==> config.mk <==
export PLATFORM = sky130hd
export DESIGN_NAME = ts_cfg_spi_tmr
export DESIGN_NICKNAME = d
export VERILOG_FILES = /design/src/rtl/ts_cfg_pkg.sv /design/src/rtl/tmr_vote_reg.sv /design/src/rtl/spi_pin_sync.sv /design/src/rtl/spi_frame_ctl.sv /design/src/rtl/ts_cfg_spi_tmr.sv
export SDC_FILE = /design/constraint.sdc
export NUM_CORES = 1
export LEC_CHECK = 0
export BUFFER_PORTS_ARGS = -buffer_cell sky130_fd_sc_hd__buf_2
export CAP_MARGIN = 10
export CELL_PAD_IN_SITES_DETAIL_PLACEMENT = 1
export CELL_PAD_IN_SITES_GLOBAL_PLACEMENT = 1
export CORE_ASPECT_RATIO = 0.75
export CORE_MARGIN = 3
export CORE_UTILIZATION = 35
export DETAILED_ROUTE_END_ITERATION = 16
export GPL_ROUTABILITY_DRIVEN = 0
export PLACE_DENSITY = 0.72
export SYNTH_ARGS = -nofsm -noshare
export SYNTH_HDL_FRONTEND = slang
export SYNTH_SLANG_ARGS = --single-unit
==> constraint.sdc <==
create_clock -name clk -period 3.2 [get_ports clk]
set_input_delay 0.64 -clock clk [delete_from_list [all_inputs] [get_ports clk]]
set_output_delay 0.64 -clock clk [all_outputs]
set_load 0.01 [all_outputs]
==> src/rtl/ts_cfg_pkg.sv <==
// Package: shared constants and types for the triple-redundant SPI register bank.
// Assumes 16-bit frames split into a direction bit, a 7-bit address and 8 data bits.
package ts_cfg_pkg;

    localparam int ADDR_W = 7;
    localparam int DATA_W = 8;
    localparam int CTRL_W = 3;

    localparam logic [ADDR_W-1:0] ADDR_CTRL  = 7'h01;
    localparam logic [ADDR_W-1:0] ADDR_STAT0 = 7'h02;

    // Default: two-word timestamps, internal readout clock.
    localparam logic [CTRL_W-1:0] CTRL_RST = 3'b001;

    typedef enum logic [1:0] {
        PH_IDLE = 2'd0,
        PH_HDR  = 2'd1,
        PH_DATA = 2'd2,
        PH_TAIL = 2'd3
    } phase_t;

    typedef struct packed {
        phase_t     ph;
        logic [2:0] cnt;
    } seq_t;

    localparam int SEQ_W = $bits(seq_t);

endpackage

==> src/rtl/tmr_vote_reg.sv <==
// Module: a W-bit register kept in three copies with a bitwise majority output.
// All copies load the same next value each cycle. The caller computes that value
// from q (the vote), so any single corrupted copy is overwritten on the next edge.
module tmr_vote_reg #(
    parameter int             W       = 1,
    parameter logic [W-1:0]   RST_VAL = '0
) (
    input  logic          clk,
    input  logic          rst_n,
    input  logic [W-1:0]  d,
    output logic [W-1:0]  q
);

    logic [W-1:0] cp_a;
    logic [W-1:0] cp_b;
    logic [W-1:0] cp_c;

    // Load all three copies from the shared next value.
    always_ff @(posedge clk) begin
        if (!rst_n) begin
            cp_a <= RST_VAL;
            cp_b <= RST_VAL;
            cp_c <= RST_VAL;
        end else begin
            cp_a <= d;
            cp_b <= d;
            cp_c <= d;
        end
    end

    // Bitwise two-out-of-three majority.
    assign q = (cp_a & cp_b) | (cp_a & cp_c) | (cp_b & cp_c);

endmodule

==> src/rtl/spi_pin_sync.sv <==
// Module: brings the asynchronous SPI pins into the clk domain and detects SCLK edges.
// Assumes each SCLK half period lasts well over STAGES+1 clk cycles.
module spi_pin_sync #(
    parameter int STAGES = 2
) (
    input  logic clk,
    input  logic rst_n,
    input  logic sclk_pin,
    input  logic cs_n_pin,
    input  logic mosi_pin,
    output logic sclk_rise,
    output logic sclk_fall,
    output logic sel,
    output logic din
);

    localparam int TOP = STAGES - 1;

    logic [STAGES-1:0] sclk_pipe;
    logic [STAGES-1:0] cs_pipe;
    logic [STAGES-1:0] mosi_pipe;
    logic              sclk_last;

    // Synchroniser chains plus one delayed SCLK sample for edge detection.
    always_ff @(posedge clk) begin
        if (!rst_n) begin
            sclk_pipe <= '0;
            cs_pipe   <= '1;
            mosi_pipe <= '0;
            sclk_last <= 1'b0;
        end else begin
            sclk_pipe <= {sclk_pipe[STAGES-2:0], sclk_pin};
            cs_pipe   <= {cs_pipe[STAGES-2:0],   cs_n_pin};
            mosi_pipe <= {mosi_pipe[STAGES-2:0], mosi_pin};
            sclk_last <= sclk_pipe[TOP];
        end
    end

    // One-cycle edge pulses and resynchronised levels.
    assign sclk_rise =  sclk_pipe[TOP] & ~sclk_last;
    assign sclk_fall = ~sclk_pipe[TOP] &  sclk_last;
    assign sel       = ~cs_pipe[TOP];
    assign din       =  mosi_pipe[TOP];

endmodule

==> src/rtl/spi_frame_ctl.sv <==
// Module: frames 16-bit SPI transfers: collects the header, raises a read strobe when
// the header is complete and a write strobe after the 16th bit, and shifts read data out.
// The phase and bit counter live in a voted triple register. The shift registers are
// plain flops, because every frame reloads them.
module spi_frame_ctl
    import ts_cfg_pkg::*;
(
    input  logic              clk,
    input  logic              rst_n,
    input  logic              sclk_rise,
    input  logic              sclk_fall,
    input  logic              sel,
    input  logic              din,
    input  logic [DATA_W-1:0] rdata,
    output logic              miso,
    output logic              rd_fire,
    output logic              wr_fire,
    output logic [ADDR_W-1:0] addr,
    output logic [DATA_W-1:0] wdata
);

    seq_t              cur;
    seq_t              nxt;
    logic [SEQ_W-1:0]  cur_v;
    logic [DATA_W-2:0] hdr_sr;
    logic [DATA_W-2:0] dat_sr;
    logic [DATA_W-1:0] out_sr;
    logic [ADDR_W-1:0] addr_q;
    logic              is_read;
    logic [DATA_W-1:0] hdr_full;
    logic              hdr_done;
    logic              data_done;

    // Voted storage for the sequencer phase and bit count.
    tmr_vote_reg #(.W(SEQ_W), .RST_VAL('0)) u_seq (
        .clk   (clk),
        .rst_n (rst_n),
        .d     (nxt),
        .q     (cur_v)
    );

    assign cur       = seq_t'(cur_v);
    assign hdr_full  = {hdr_sr, din};
    assign hdr_done  = sel && sclk_rise && (cur.ph == PH_HDR)  && (cur.cnt == 3'd7);
    assign data_done = sel && sclk_rise && (cur.ph == PH_DATA) && (cur.cnt == 3'd7);

    // Next phase and count; CS high always returns to idle.
    always_comb begin
        nxt = cur;
        if (!sel) begin
            nxt = '{ph: PH_IDLE, cnt: 3'd0};
        end else begin
            case (cur.ph)
                PH_IDLE: nxt = '{ph: PH_HDR, cnt: 3'd0};
                PH_HDR: begin
                    if (sclk_rise) begin
                        if (cur.cnt == 3'd7) nxt = '{ph: PH_DATA, cnt: 3'd0};
                        else                 nxt.cnt = cur.cnt + 3'd1;
                    end
                end
                PH_DATA: begin
                    if (sclk_rise) begin
                        if (cur.cnt == 3'd7) nxt = '{ph: PH_TAIL, cnt: 3'd0};
                        else                 nxt.cnt = cur.cnt + 3'd1;
                    end
                end
                default: nxt = cur;
            endcase
        end
    end

    // Header and data shift-in, latched header fields, read-data shift-out.
    always_ff @(posedge clk) begin
        if (!rst_n) begin
            hdr_sr  <= '0;
            dat_sr  <= '0;
            out_sr  <= '0;
            addr_q  <= '0;
            is_read <= 1'b0;
        end else if (!sel) begin
            hdr_sr <= '0;
            dat_sr <= '0;
            out_sr <= '0;
        end else begin
            if (sclk_rise && cur.ph == PH_HDR)  hdr_sr <= hdr_full[DATA_W-2:0];
            if (sclk_rise && cur.ph == PH_DATA) dat_sr <= {dat_sr[DATA_W-3:0], din};
            if (hdr_done) begin
                addr_q  <= hdr_full[ADDR_W-1:0];
                is_read <= hdr_full[DATA_W-1];
                out_sr  <= hdr_full[DATA_W-1] ? rdata : '0;
            end else if (sclk_fall && cur.ph == PH_DATA && cur.cnt != 3'd0) begin
                out_sr <= {out_sr[DATA_W-2:0], 1'b0};
            end
        end
    end

    // Strobes and the address seen by the register file.
    assign addr    = (cur.ph == PH_HDR) ? hdr_full[ADDR_W-1:0] : addr_q;
    assign rd_fire = hdr_done && hdr_full[DATA_W-1];
    assign wr_fire = data_done && !is_read;
    assign wdata   = {dat_sr, din};
    assign miso    = out_sr[DATA_W-1];

endmodule

==> src/rtl/ts_cfg_spi_tmr.sv <==
// Module: top of the configuration bank. It holds the voted control register (timestamp
// length and readout clock source) and the voted sticky FIFO-full flags, and serves them
// over SPI. Assumes fifo_full_in is synchronous to clk and NCH is at most 16.
module ts_cfg_spi_tmr
    import ts_cfg_pkg::*;
#(
    parameter int NCH         = 16,
    parameter int SYNC_STAGES = 2
) (
    input  logic           clk,
    input  logic           rst_n,
    input  logic           spi_sclk,
    input  logic           spi_cs_n,
    input  logic           spi_mosi,
    output logic           spi_miso,
    input  logic [NCH-1:0] fifo_full_in,
    output logic [1:0]     ts_len_code,
    output logic           rdclk_ext_sel
);

    localparam int NSTAT = (NCH + DATA_W - 1) / DATA_W;
    localparam int NPAD  = NSTAT * DATA_W;

    logic              sclk_rise;
    logic              sclk_fall;
    logic              sel;
    logic              din;
    logic              rd_fire;
    logic              wr_fire;
    logic [ADDR_W-1:0] addr;
    logic [DATA_W-1:0] wdata;
    logic [DATA_W-1:0] rdata;
    logic [CTRL_W-1:0] ctrl_q;
    logic [CTRL_W-1:0] ctrl_d;
    logic [NCH-1:0]    flags_q;
    logic [NCH-1:0]    flags_d;
    logic [NPAD-1:0]   flags_pad;
    logic [NPAD-1:0]   clr_mask;
    logic              unused_wbits;

    spi_pin_sync #(.STAGES(SYNC_STAGES)) u_sync (
        .clk       (clk),
        .rst_n     (rst_n),
        .sclk_pin  (spi_sclk),
        .cs_n_pin  (spi_cs_n),
        .mosi_pin  (spi_mosi),
        .sclk_rise (sclk_rise),
        .sclk_fall (sclk_fall),
        .sel       (sel),
        .din       (din)
    );

    spi_frame_ctl u_spi (
        .clk       (clk),
        .rst_n     (rst_n),
        .sclk_rise (sclk_rise),
        .sclk_fall (sclk_fall),
        .sel       (sel),
        .din       (din),
        .rdata     (rdata),
        .miso      (spi_miso),
        .rd_fire   (rd_fire),
        .wr_fire   (wr_fire),
        .addr      (addr),
        .wdata     (wdata)
    );

    // Control register: a write to its address replaces it, otherwise it is refreshed from the vote.
    assign ctrl_d = (wr_fire && addr == ADDR_CTRL) ? wdata[CTRL_W-1:0] : ctrl_q;
    assign unused_wbits = ^wdata[DATA_W-1:CTRL_W];

    tmr_vote_reg #(.W(CTRL_W), .RST_VAL(CTRL_RST)) u_cfg (
        .clk   (clk),
        .rst_n (rst_n),
        .d     (ctrl_d),
        .q     (ctrl_q)
    );

    // One clear-on-read mask byte per status register.
    genvar gk;
    generate
        for (gk = 0; gk < NSTAT; gk++) begin : g_clr
            localparam logic [ADDR_W-1:0] SADDR = ADDR_STAT0 + ADDR_W'(gk);
            assign clr_mask[gk*DATA_W +: DATA_W] =
                (rd_fire && addr == SADDR) ? {DATA_W{1'b1}} : {DATA_W{1'b0}};
        end
    endgenerate

    // Sticky flags: set by input, cleared by read, set wins.
    assign flags_d = (flags_q & ~clr_mask[NCH-1:0]) | fifo_full_in;

    tmr_vote_reg #(.W(NCH), .RST_VAL('0)) u_flags (
        .clk   (clk),
        .rst_n (rst_n),
        .d     (flags_d),
        .q     (flags_q)
    );

    // Zero-extend the flags to whole bytes for the read mux.
    always_comb begin
        flags_pad = '0;
        flags_pad[NCH-1:0] = flags_q;
    end

    // Read mux: unmapped addresses return zero.
    always_comb begin
        rdata = '0;
        if (addr == ADDR_CTRL) rdata = {{(DATA_W-CTRL_W){1'b0}}, ctrl_q};
        for (int k = 0; k < NSTAT; k++) begin
            if (addr == ADDR_STAT0 + ADDR_W'(k)) rdata = flags_pad[k*DATA_W +: DATA_W];
        end
    end

    assign ts_len_code   = ctrl_q[1:0];
    assign rdclk_ext_sel = ctrl_q[2];

endmodule

==> metrics.txt <==
status=complete, no violations; Num CTS Buffers=5; worst slew pin tran=0.6332 ns; CTS tree=done; Std-Cell Rows=25; mux contribution to synthesized area=0.06181; Yosys top cell by area=dfxtp_1; final worst path period need=2.300 ns; static leakage=1.077 nW; clk slew on worst S/H paths=0.10 ns; Hold Fails Final Rpt=0; synth warn=0; CTS-repair resized insts=0; Routed WL=5.997 mm; routed vias=1,966; startpoint types=register; DRT iter0 DRCs=96; Antenna Cells=0; worst path cell trace=ha_1 -> ha_1 -> nand3b_1 -> or3_1 -> o21ai_0 -> o21ai_0 -> o211a_1; DRT Pass-1 Iters=4; synthesis-stage register bit count=56; area delta synth->final=12.10%; GRT overflow=0; Die Y=77.24 um; CP Buf/Inv Count=0; clock sinks=56; Die ar.=0.007800 sq mm; post-CTS setup buffers=0; top-level port count=25; compound-gate portion of the synthesized area=0.1918; number of global-route vias before repair=1,940; routed length per instance=15.87 um; Synth Net Count=300; H-tree depth=2; largest family of logic cells by synthesized area=simple AND/OR/NAND/NOR gates; crit-path max FO=20; Slew HR=0.5779; DRC viols=0; Peak Freq=434.9 MHz; Worst Clk Skew=0.004785 ns; share of the synthesized area in the top cell type=0.4733; r2r worst-path depth=7; WP depth=7; CTS Buffer Depth=2; hold depth=1; Final Max Slew Viols=0; Final Setup Violations=0; antenna violations before repair=0; asr flop ratio synth=0; area share of fa/ha/maj cells after synthesis=0.02007; Netlist cell types=39; Top FF cell, synth=dfxtp_1; Avg Inst Size Synth=8.582 sq um; Vias/cell=5.201; Worst-Skew Late Latency=0.32 ns; first-pass GRT wire length=10.15 mm; fin cells=378; PD cells=485.1 mW/mm^2; CTS Hold Bufs=0; Worst Path Required=3.42 ns; core footprint=0.006444 sq mm; Mapped Cells=276; Netlist Area Pre-Place=0.002369 sq mm; post-layout net count=320; share of layout cells above drive strength 1=0.1313; hold_ws=0.4315 ns; CP endpoint kind=register; Max-Cap Viols=0; GRT Total Usage=0.1670; EDFF count, synth=0; Seq/Total Area, Yosys=0.4733; critical path's slowest cell=or3_1; Synth Area in Simple Gates=0.2208; top-count cell post-synth=nand2_1; largest net degree at the start of global routing=44; Synth Area in XOR/XNOR=0; CP peak stage delay=0.68 ns; min-delay worst type=reg2reg; Final Cycle Share=0.7186; setup TNS=0 ns; I/O Buffers=24; CTS Root Cell=clkbuf_8; WS Path Type=reg2reg; Worst Path Arrival=2.52 ns; placed cell count=370; Post-DRT Antenna Nets=0; Initial Utilization=0.3676; Chip Width=101.0 um; CP top delay family=simple AND/OR/NAND/NOR gates; synth top area cells=dfxtp_1 47%, nand2_1 11%, o21ai_0 7.2%; RSZ-0062 raised after global routing=false; DP HPWL=4.341 mm; VDD IR max=205.2 uV; commonest cells in the synthesized netlist=69 x nand2_1, 56 x dfxtp_1, 34 x o21ai_0, 14 x a21oi_1, 10 x clkbuf_1
layer usage:
layer	part of all wire	up-vias	GRT usage
met2	0.40	24	0.2240
li1	-	992	-
met4	0.011	0	0.04781
met3	0.033	8	0.03636
met1	0.55	942	0.2620
met5	0	-	0
area by class of cell:
type / instances / area [sq um]
tap: 81 / 101.3
inverter: 3 / 11.26
fill: 795 / 3789
clock buffer: 5 / 68.82
timing repair buffer: 26 / 135.1
sequential: 56 / 1121
clock inverter: 3 / 46.29
multi-input combinational: 204 / 1171
power by group:
group	switching, mW	internal, mW	leakage (nW)
clock	0.252	0.236	0.0548
combinational	0.0345	0.0288	0.564
sequential	0.0163	0.720	0.458
sequential cells by signal (all words and copies together), names as in the netlist:
register          flops
u_sync.sclk_pipe      2
u_spi.is_read         1
u_cfg.cp_a            3
u_spi.u_seq.cp_c      5
u_spi.dat_sr          2
u_spi.out_sr          8
u_sync.mosi_pipe      2
u_sync.sclk_last      1
u_spi.addr_q          7
u_sync.cs_pipe        2
u_flags.cp_a         16
u_spi.hdr_sr          7
placed cells by master, fill, tap and decap left out, types with 3 or more instances in the layout:
master	instances
nor2_1	8
a21boi_0	8
a22oi_1	3
nor3_1	6
and2_1	5
buf_2	24
ha_1	3
a21oi_1	14
inv_1	3
nand2_1	69
dfxtp_1	56
o21ai_0	34
nor2b_1	4
nand2b_1	8
o211a_1	5
clkbuf_8	5
mux2i_1	9
final timing paths:
kind | startpoint | to | slack (ns)
max reg2reg | u_spi.u_seq.cp_c[0] | u_spi.out_sr[3] | 0.90
max | u_spi.u_seq.cp_c[0] | u_spi.out_sr[3] | 0.90
min | u_sync.cs_pipe[0] | u_sync.cs_pipe[1] | 0.43
min reg2reg | u_sync.cs_pipe[0] | u_sync.cs_pipe[1] | 0.43
cell families (layout without fill, tap and decap cells):
group,count (synthesis),in the layout
and+or+nand+nor,113,113
AOI/OAI and AO/OA,74,74
DFF,56,56
buffers and inverters,16,37
muxes,13,13
adders and majority gates,4,4
metrics by stage:
| stage | instance area [sq um] | util | worst slack, ns | total power [mW] |
|---|---|---|---|---|
| 6_report | 2655 | 0.4120 | 0.9005 | 1.288 |
| 5_1_grt | 2655 | 0.4120 | 0.6709 | 1.345 |
| 4_1_cts | 2655 | 0.4120 | 0.9446 | 1.302 |
| 3_5_place_dp | 2540 | 0.3942 | 0.9631 | 0.8150 |
| 3_3_place_gp | 2540 | 0.3942 | 0.9525 | 0.8113 |
| 2_1_floorplan | 2369 | - | 1.213 | 0.7867 |
(Power assumes the default switching activity.)
